<file path="config.mk">
export PLATFORM = sky130hd
export DESIGN_NAME = osc_bank
export DESIGN_NICKNAME = d
export VERILOG_FILES = /design/src/rtl/osc_bank_pkg.sv /design/src/rtl/osc_regs.sv /design/src/rtl/osc_voice.sv /design/src/rtl/osc_bank.sv
export SDC_FILE = /design/constraint.sdc
export NUM_CORES = 1
export LEC_CHECK = 0
export CELL_PAD_IN_SITES_DETAIL_PLACEMENT = 1
export CELL_PAD_IN_SITES_GLOBAL_PLACEMENT = 1
export CORE_MARGIN = 5
export CORE_UTILIZATION = 53
export CTS_BUF_LIST = sky130_fd_sc_hd__clkbuf_4 sky130_fd_sc_hd__clkbuf_8 sky130_fd_sc_hd__clkbuf_16
export DETAILED_ROUTE_END_ITERATION = 8
export PLACE_DENSITY_LB_ADDON = 0.1
export SLEW_MARGIN = 20
export SYNTH_ARGS = -nofsm -noshare
export SYNTH_HDL_FRONTEND = slang
export SYNTH_SLANG_ARGS = --single-unit
export TNS_END_PERCENT = 50
</file>
<file path="constraint.sdc">
create_clock -name clk_i -period 5.4 [get_ports clk_i]
set_clock_uncertainty 0.2 [all_clocks]
set_input_delay 0.81 -clock clk_i [delete_from_list [all_inputs] [get_ports clk_i]]
set_output_delay 0.81 -clock clk_i [all_outputs]
set_load 0.05 [all_outputs]
</file>
<file path="src/rtl/osc_bank_pkg.sv">
package osc_bank_pkg;
  localparam int NV        = 3;
  localparam int ACC_W     = 24;
  localparam int FREQ_W    = 16;
  localparam int PW_W      = 12;
  localparam int OUT_W     = 12;
  localparam int LFSR_W    = 23;
  localparam int NOISE_BIT = 19;
  localparam int STRIDE    = 7;
  localparam int ADDR_W    = 5;
  localparam logic [LFSR_W-1:0] LFSR_SEED = 23'h7FFFF8;

  typedef struct packed {
    logic noise;
    logic pulse;
    logic saw;
    logic tri_w;
    logic test;
    logic ring;
    logic sync;
  } ctrl_t;

  typedef struct packed {
    logic [FREQ_W-1:0] freq;
    logic [PW_W-1:0]   pw;
    ctrl_t             ctrl;
  } voice_cfg_t;
endpackage

</file>
<file path="src/rtl/osc_regs.sv">
module osc_regs
  import osc_bank_pkg::*;
(
  input  logic                     clk_i,
  input  logic                     rst_ni,
  input  logic                     wr_en_i,
  input  logic [ADDR_W-1:0]        wr_addr_i,
  input  logic [7:0]               wr_data_i,
  output voice_cfg_t [NV-1:0]      cfg_o
);
  localparam int PW_HI_W = PW_W - 8;

  for (genvar v = 0; v < NV; v++) begin : g_voice
    localparam int BASE = v * STRIDE;
    voice_cfg_t cfg_q;

    always_ff @(posedge clk_i or negedge rst_ni) begin
      if (!rst_ni) begin
        cfg_q <= '0;
      end else if (wr_en_i) begin
        if (wr_addr_i == ADDR_W'(BASE + 0)) cfg_q.freq[7:0]      <= wr_data_i;
        if (wr_addr_i == ADDR_W'(BASE + 1)) cfg_q.freq[15:8]     <= wr_data_i;
        if (wr_addr_i == ADDR_W'(BASE + 2)) cfg_q.pw[7:0]        <= wr_data_i;
        if (wr_addr_i == ADDR_W'(BASE + 3)) cfg_q.pw[PW_W-1:8]   <= wr_data_i[PW_HI_W-1:0];
        // bit 0 (gate) belongs to the envelope, not stored here
        if (wr_addr_i == ADDR_W'(BASE + 4)) cfg_q.ctrl           <= wr_data_i[7:1];
      end
    end

    assign cfg_o[v] = cfg_q;
  end
endmodule

</file>
<file path="src/rtl/osc_voice.sv">
module osc_voice
  import osc_bank_pkg::*;
(
  input  logic               clk_i,
  input  logic               rst_ni,
  input  logic               smp_en_i,
  input  voice_cfg_t         cfg_i,
  input  logic               src_msb_i,
  input  logic               src_rise_i,
  output logic               msb_o,
  output logic               rise_o,
  output logic [ACC_W-1:0]   acc_o,
  output logic [OUT_W-1:0]   wave_o
);
  localparam int MSB = ACC_W - 1;

  logic [ACC_W-1:0]  acc_q, acc_nxt;
  logic [LFSR_W-1:0] lfsr_q;
  logic              msb_q;
  logic              sync_clr, noise_clk, fold;
  logic [OUT_W-1:0]  saw_s, tri_s, pul_s, noi_s, mix;
  logic [OUT_W-2:0]  tri_half;

  assign sync_clr  = cfg_i.ctrl.sync & src_rise_i;
  assign acc_nxt   = sync_clr ? '0 : acc_q + ACC_W'(cfg_i.freq);
  assign noise_clk = acc_nxt[NOISE_BIT] & ~acc_q[NOISE_BIT];

  always_ff @(posedge clk_i or negedge rst_ni) begin
    if (!rst_ni) begin
      acc_q  <= '0;
      lfsr_q <= LFSR_SEED;
    end else if (cfg_i.ctrl.test) begin
      acc_q  <= '0;
      lfsr_q <= LFSR_SEED;
    end else if (smp_en_i) begin
      acc_q <= acc_nxt;
      if (noise_clk) lfsr_q <= {lfsr_q[LFSR_W-2:0], lfsr_q[22] ^ lfsr_q[17]};
    end
  end

  // MSB seen at the previous enable, for the neighbour's sync edge
  always_ff @(posedge clk_i or negedge rst_ni) begin
    if (!rst_ni)       msb_q <= 1'b0;
    else if (smp_en_i) msb_q <= acc_q[MSB];
  end

  assign msb_o  = acc_q[MSB];
  assign rise_o = acc_q[MSB] & ~msb_q;
  assign acc_o  = acc_q;

  assign fold     = acc_q[MSB] ^ (cfg_i.ctrl.ring & src_msb_i);
  assign tri_half = acc_q[MSB-1 -: OUT_W-1];
  assign tri_s    = {fold ? ~tri_half : tri_half, 1'b0};
  assign saw_s    = acc_q[MSB -: OUT_W];
  assign pul_s    = (saw_s >= cfg_i.pw) ? '1 : '0;
  assign noi_s    = {lfsr_q[22], lfsr_q[20], lfsr_q[16], lfsr_q[13],
                     lfsr_q[11], lfsr_q[7],  lfsr_q[4],  lfsr_q[2], 4'b0000};

  always_comb begin
    mix = '1;
    if (cfg_i.ctrl.tri_w) mix &= tri_s;
    if (cfg_i.ctrl.saw)   mix &= saw_s;
    if (cfg_i.ctrl.pulse) mix &= pul_s;
    if (cfg_i.ctrl.noise) mix &= noi_s;
    if (!(cfg_i.ctrl.tri_w | cfg_i.ctrl.saw | cfg_i.ctrl.pulse | cfg_i.ctrl.noise))
      mix = '0;
  end

  assign wave_o = mix;
endmodule

</file>
<file path="src/rtl/osc_bank.sv">
module osc_bank
  import osc_bank_pkg::*;
(
  input  logic               clk_i,
  input  logic               rst_ni,
  input  logic               wr_en_i,
  input  logic [ADDR_W-1:0]  wr_addr_i,
  input  logic [7:0]         wr_data_i,
  input  logic               smp_en_i,
  output logic [OUT_W-1:0]   wave0_o,
  output logic [OUT_W-1:0]   wave1_o,
  output logic [OUT_W-1:0]   wave2_o
);
  voice_cfg_t [NV-1:0]            cfg;
  logic       [NV-1:0][ACC_W-1:0] acc;
  logic       [NV-1:0][OUT_W-1:0] wave;
  logic       [NV-1:0]            msb, rise;

  osc_regs u_regs (
    .clk_i     (clk_i),
    .rst_ni    (rst_ni),
    .wr_en_i   (wr_en_i),
    .wr_addr_i (wr_addr_i),
    .wr_data_i (wr_data_i),
    .cfg_o     (cfg)
  );

  for (genvar v = 0; v < NV; v++) begin : g_voice
    localparam int SRC = (v + NV - 1) % NV;
    osc_voice u_voice (
      .clk_i      (clk_i),
      .rst_ni     (rst_ni),
      .smp_en_i   (smp_en_i),
      .cfg_i      (cfg[v]),
      .src_msb_i  (msb[SRC]),
      .src_rise_i (rise[SRC]),
      .msb_o      (msb[v]),
      .rise_o     (rise[v]),
      .acc_o      (acc[v]),
      .wave_o     (wave[v])
    );
  end

  assign wave0_o = wave[0];
  assign wave1_o = wave[1];
  assign wave2_o = wave[2];
endmodule

</file>
# After elaboration in Yosys (flattened, before gate mapping)
# Cells that the tools add are included.
[word_totals] out_inout_bits=36 ff_bits=249 word_cells=171 in_bits=17
[op_classes] n_bitwise=45 n_lt_le_gt_ge=3 muxes=39 addsub=3 n_eq_ne=14 reduce_logical=25
[ops] op="two-way mux 12 bit" n=18
[ops] op="two-way mux 24 bit" n=9
[ops] op="two-way mux 23 bit" n=9
[ops] op="AND 12 bit" n=9
[ops] op="adder 24 x 16 -> 24 bit" n=3
[ops] op=">= comparator 12 bit" n=3
[ops] op="AND reduction 2 bit" n=18
[ops] op="two-way mux 11 bit" n=3
[ops] op="inverter 11 bit" n=3
[ops] op="== test 5 x 4 -> 1 bit, second input constant" n=6
[ops] op="== test 5 bit, second input constant" n=3
[ops] op="AND 1 bit" n=12
[ops] op="nonzero test 2 bit" n=6
[ops] op="== test 5 x 2 -> 1 bit, second input constant" n=2
[ops] op="== test 5 x 3 -> 1 bit, second input constant" n=2
[ops] op="OR 1 bit" n=9
[ops] op="inverter 1 bit" n=6
[ops] op="XOR 1 bit" n=6
[ops] op="== test 5 x 1 -> 1 bit, second input constant" n=1
[ops] op="logical NOT 5 bit" n=1

# Longest topological paths before layout
[logic_depth] ltp_word=11 ltp_mapped=11 depth_no_buf=11

# Cells and area by module
# A second synthesis with hierarchy kept.
[unflattened] hier_cells=1389 area_unflattened_um2=14497.7
[by_module_without_submodules] mod="osc_voice at g_voice[1].u_voice ..." cells_per_inst=372 instances=2 area_each_um2=3415.8
[by_module_without_submodules] mod="osc_regs" cells_per_inst=243 instances=1 area_each_um2=4048.9
[by_module_without_submodules] mod="osc_voice at g_voice[0].u_voice" cells_per_inst=402 instances=1 area_each_um2=3617.2

# Least setup slack after synthesis
# OpenSTA, ideal clock, no wires.
[synth_timing] kind="register to output" start="register g_voice[1].u_voice.acc_q[12]" end="output port wave1_o[0]" t_arrival_ps=3102 slack_ps=1288 path_stages_with_launch=11 n_path_buf=0 required_ps=4390 cell_sequence="dfrtp_1 > inv_1 > ha_1 > nand2b_1 > a21o_1 > a21o_1 > a21oi_1 > o21ai_0 > a2111oi_0 > or2_2 > nor4_1"
[synth_via] elab_chain_len=7
[synth_lines] item="start, declared" line_no="osc_voice.sv:17" rtl="logic [ACC_W-1:0] acc_q, acc_nxt;"
[synth_lines] item="start signal, assigned" line_no="osc_voice.sv:36" rtl="acc_q <= acc_nxt;"
[synth_lines] item=">= comparator 12 bit / AND 12 bit (equally long branches)" line_no="osc_voice.sv:55, osc_voice.sv:62"
[synth_lines] item="two-way mux 12 bit, on equally long branches" line_no="osc_voice.sv:55, osc_voice.sv:62"
[synth_lines] item="AND 12 bit" line_no="osc_voice.sv:63" rtl="if (cfg_i.ctrl.pulse) mix &= pul_s;"
[synth_lines] item="two-way mux 12 bit (*)" line_no="osc_voice.sv:63"
[synth_lines] item="AND 12 bit" line_no="osc_voice.sv:64" rtl="if (cfg_i.ctrl.noise) mix &= noi_s;"
[synth_lines] item="two-way mux 12 bit (*)" line_no="osc_voice.sv:64"
[synth_lines] item="two-way mux 12 bit (*)" line_no="osc_voice.sv:65" rtl="if (!(cfg_i.ctrl.tri_w | cfg_i.ctrl.saw | cfg_i.ctrl.pulse | cfg_i.ctrl.noise))"
[synth_lines] item="end, declared" line_no="osc_bank.sv:11" rtl="output logic [OUT_W-1:0] wave1_o,"
# Every way passes the cells marked *; elsewhere a longest branch is shown, timed or not.

# Worst setup path in the final report
[layout_timing] start="register g_voice[2].u_voice.acc_q[12]" end="output port wave2_o[10]"
[layout_via] elab_chain_len=7
[layout_lines] item="start, declared" line_no="osc_voice.sv:17"
[layout_lines] item="start signal, assigned" line_no="osc_voice.sv:36"
[layout_lines] item=">= comparator 12 bit (*)" line_no="osc_voice.sv:55" rtl="assign pul_s = (saw_s >= cfg_i.pw) ? '1 : '0;"
[layout_lines] item="two-way mux 12 bit (*)" line_no="osc_voice.sv:55"
[layout_lines] item="AND 12 bit (*)" line_no="osc_voice.sv:63"
[layout_lines] item="two-way mux 12 bit (*)" line_no="osc_voice.sv:63"
[layout_lines] item="AND 12 bit" line_no="osc_voice.sv:64"
[layout_lines] item="two-way mux 12 bit (*)" line_no="osc_voice.sv:64"
[layout_lines] item="two-way mux 12 bit (*)" line_no="osc_voice.sv:65"
[layout_lines] item="end, declared" line_no="osc_bank.sv:12" rtl="output logic [OUT_W-1:0] wave2_o"
# Marks and branches as above.

==> impl_metrics.json <==
{
  "status": "complete, no violations",
  "path_class": "reg -> out",
  "vias_per_cell": 5.97,
  "grt.met1_usage_pct": 33.6,
  "critPathLaunchType": "flip-flop",
  "initial_core_util_pct": 53.3,
  "multiInputGateArea_um2": 7280,
  "drt_iter0_markers": 549,
  "async_flop_share_pct": 100,
  "path_max_fanout": 8,
  "period_share_pct": 93.9,
  "regToRegSetupSlack_ps": 1840,
  "r2r_cells": 10,
  "dp_cells": 1776,
  "drive_gt1_share_pct": 17.2,
  "n_fill_cell": 2892,
  "grt_pass1_vias": 12000,
  "end_kind": "output pin",
  "die_area_um2": 30200,
  "rr_endpoint": "g_voice[2].u_voice.lfsr_q[16]$_DFFE_PN1P_",
  "setup_viol_count_final": 0,
  "drt_wl_total_um": 38500,
  "ctsResizeCount": 0,
  "synth.net_count": 1530,
  "cts_tree": "done",
  "hold_slack_ps": 41.9,
  "first_pass_iters": 6,
  "syn-cell-area_um2": 14200,
  "synth_edf_count": 0,
  "maxSlewViolCount": 0,
  "synth_cells": 1426,
  "drc": 0,
  "arrival_ps": 4060,
  "hold_viol_final": 0,
  "coreArea_um2": 26700,
  "holdBufCountCts": 0,
  "portBuffers": 52,
  "area_growth_pct": 14.0,
  "ios": 53,
  "rows": 60,
  "synthFlopType": "dfrtp_1",
  "clock_latency_ps": 550,
  "post-cts-setup-buffers": 0,
  "grt_busiest_layer": "met2",
  "clkSlewWorstSetupHoldPaths_ps": 60,
  "postRouteAntennaNets": 0,
  "clock_sinks": 249,
  "root_buffer": "clkbuf_16",
  "die_w_um": 174,
  "track_usage_pct": 25.5,
  "cp.required_ps": 4390,
  "wire_per_inst_um": 21.0,
  "die_h_um": 174,
  "fin_tns_setup_ps": 0,
  "grt_use_met2_pct": 45.2,
  "drv_cap": 0,
  "synth-seq-cells": 249,
  "overflow": 0,
  "vias": 10900,
  "power_leakage_nw": 7.21,
  "grt_first_pass_wirelength_um": 63800,
  "final-seq-area_um2": 6310,
  "hp-class": "in -> async",
  "max_clock_freq_mhz": 197,
  "cts_made_buffers": 29,
  "dp_hpwl_um": 25500,
  "postSynthAreaPerCell_um2": 9.97,
  "clockBufferDepth": 3,
  "ys_seq_area_share_pct": 44.4,
  "stdcell_count": 1832,
  "place.gp.congestion": 0.887,
  "final.min_clock_period_ps": 5070,
  "r2r_start": "u_regs.cfg_o[92]$_DFFE_PN0P_",
  "grt_max_degree": 109,
  "powerDensity_nw_per_um2": 459,
  "final_nets": 1570,
  "worst_slew_pin_slew_ps": 1050,
  "antenna_found_initial": 3,
  "cts.htree.levels": 1,
  "rsz0062_at_grt": "false",
  "ys_warn_count": 0,
  "met3_usage_pct": 3.21,
  "synthDistinctLibCells": 62,
  "max_slew_margin_pct": 29.4,
  "ir_worst_vdd_mv": 0.287
}
flip-flops by register name, summed over array words and instances, names as in the netlist:
| signal | count |
|---|---|
| u_regs.cfg_o | 105 |
| g_voice.u_voice.acc_o | 72 |
| g_voice.u_voice.lfsr_q | 69 |
| g_voice.u_voice.msb_q | 3 |
report_power, final:
part | total [mW] | internal, mW | switching [mW]
combinational | 2.64 | 1.08 | 1.56
sequential | 2.51 | 2.18 | 0.326
clock | 2.28 | 1.48 | 0.808
final cells by class:
| cell class | count | area share, % |
|---|---|---|
| Inverter | 104 | 2.41 |
| Timing Repair Buffer | 69 | 4.11 |
| Multi-Input combinational cell | 1013 | 44.9 |
| Clock buffer | 43 | 5.50 |
| Tap cell | 341 | 2.63 |
| Sequential cell | 249 | 38.9 |
| Antenna cell | 2 | 0.0309 |
| Clock inverter | 11 | 1.48 |
cells in the mapped netlist (14+ instances only):
| master | count | area share (%) |
|---|---|---|
| clkbuf_1 | 50 | 1.3 |
| dfrtp_1 | 189 | 33 |
| nand2b_1 | 26 | 1.1 |
| xnor2_1 | 40 | 2.5 |
| and2_1 | 28 | 1.2 |
| nand2_1 | 106 | 2.8 |
| mux2_2 | 102 | 8.1 |
| nor3_1 | 41 | 1.4 |
| a21oi_1 | 87 | 3.1 |
| xor2_1 | 32 | 2.0 |
| o211ai_1 | 14 | 0.74 |
| dfstp_2 | 60 | 11 |
| inv_1 | 104 | 2.7 |
| nor2_1 | 108 | 2.9 |
| o21ai_0 | 84 | 3.0 |
| a21o_1 | 17 | 0.90 |
| nor2b_1 | 23 | 1.0 |
| nand3_1 | 19 | 0.67 |
| a222oi_1 | 24 | 1.7 |
| ha_1 | 84 | 7.4 |
| mux2i_1 | 30 | 2.1 |
stage by stage:
step	worst slack (ps)	utilization (%)	instance area (um2)	total power, mW
after detailed placement	928	56.5	15100	5.13
after CTS	325	60.8	16200	7.48
after floorplan	1290	-	14200	4.37
after global placement	1030	56.5	15100	5.00
final	331	60.8	16200	7.44
after global routing	143	60.8	16200	7.88
cells in the final DEF (no fill, tap or decap), types with 7 or more instances in the layout:
cell type and n:
dfrtp_1 189, nor2_1 108, nand2_1 106, inv_1 104, mux2_2 102, a21oi_1 87, o21ai_0 84, ha_1 84
dfstp_2 60, clkdlybuf4s50_1 51, nor3_1 41, xnor2_1 40, xor2_1 32, mux2i_1 30, clkbuf_16 30, and2_1 28
nand2b_1 26, a222oi_1 24, nor2b_1 23, nand3_1 19, a21o_1 17, buf_4 16, o211ai_1 14, or3_1 11
or2_2 11, o21a_1 10, o22a_1 10, or4_1 9, a31oi_1 9, a22o_1 8, nor4_1 7, a211oi_1 7
o21bai_1 7, clkbuf_8 7, bufinv_16 7
metal layers:
metal | share of wire (%) | routed length, um
met5 | 0.034 | 13
met4 | 1.9 | 736
met3 | 3.3 | 1280
met2 | 50 | 19300
met1 | 45 | 17200
how the worst max path moves through the flow:
stage                                                   startpoint  depth (start not counted)  slack, ps     endpoint
after CTS                 g_voice[2].u_voice.acc_o[12]$_DFFE_PN0P_                         11        330  wave2_o[10]
after global placement    g_voice[2].u_voice.acc_o[12]$_DFFE_PN0P_                         11       1030  wave2_o[10]
final                     g_voice[2].u_voice.acc_o[12]$_DFFE_PN0P_                         11        330  wave2_o[10]
after detailed placement  g_voice[2].u_voice.acc_o[12]$_DFFE_PN0P_                         11        930  wave2_o[10]
after floorplan           g_voice[1].u_voice.acc_o[12]$_DFFE_PN0P_                         10       1290   wave1_o[0]
after global routing      g_voice[2].u_voice.acc_o[12]$_DFFE_PN0P_                         11        140   wave2_o[7]
cell families after synthesis:
group           share of synthesized area, %
simple gates                            13.8
fa+ha+maj                               7.81
buf+inv                                 4.47
xor+xnor                                4.44
mux                                     10.2
compound gates                          14.9
flops                                   44.4
worst max-delay path, stage by stage, from the launching register on:
cell	delay, ps
dfrtp_1	400
inv_1	90
ha_1	260
nand2b_1	140
a21o_1	170
a21o_1	160
a21oi_1	130
o21ai_0	90
a2111oi_0	840
nor3_1	280
and2_1	240
clkdlybuf4s50_1	700
Power figures use the tool's default switching activity.
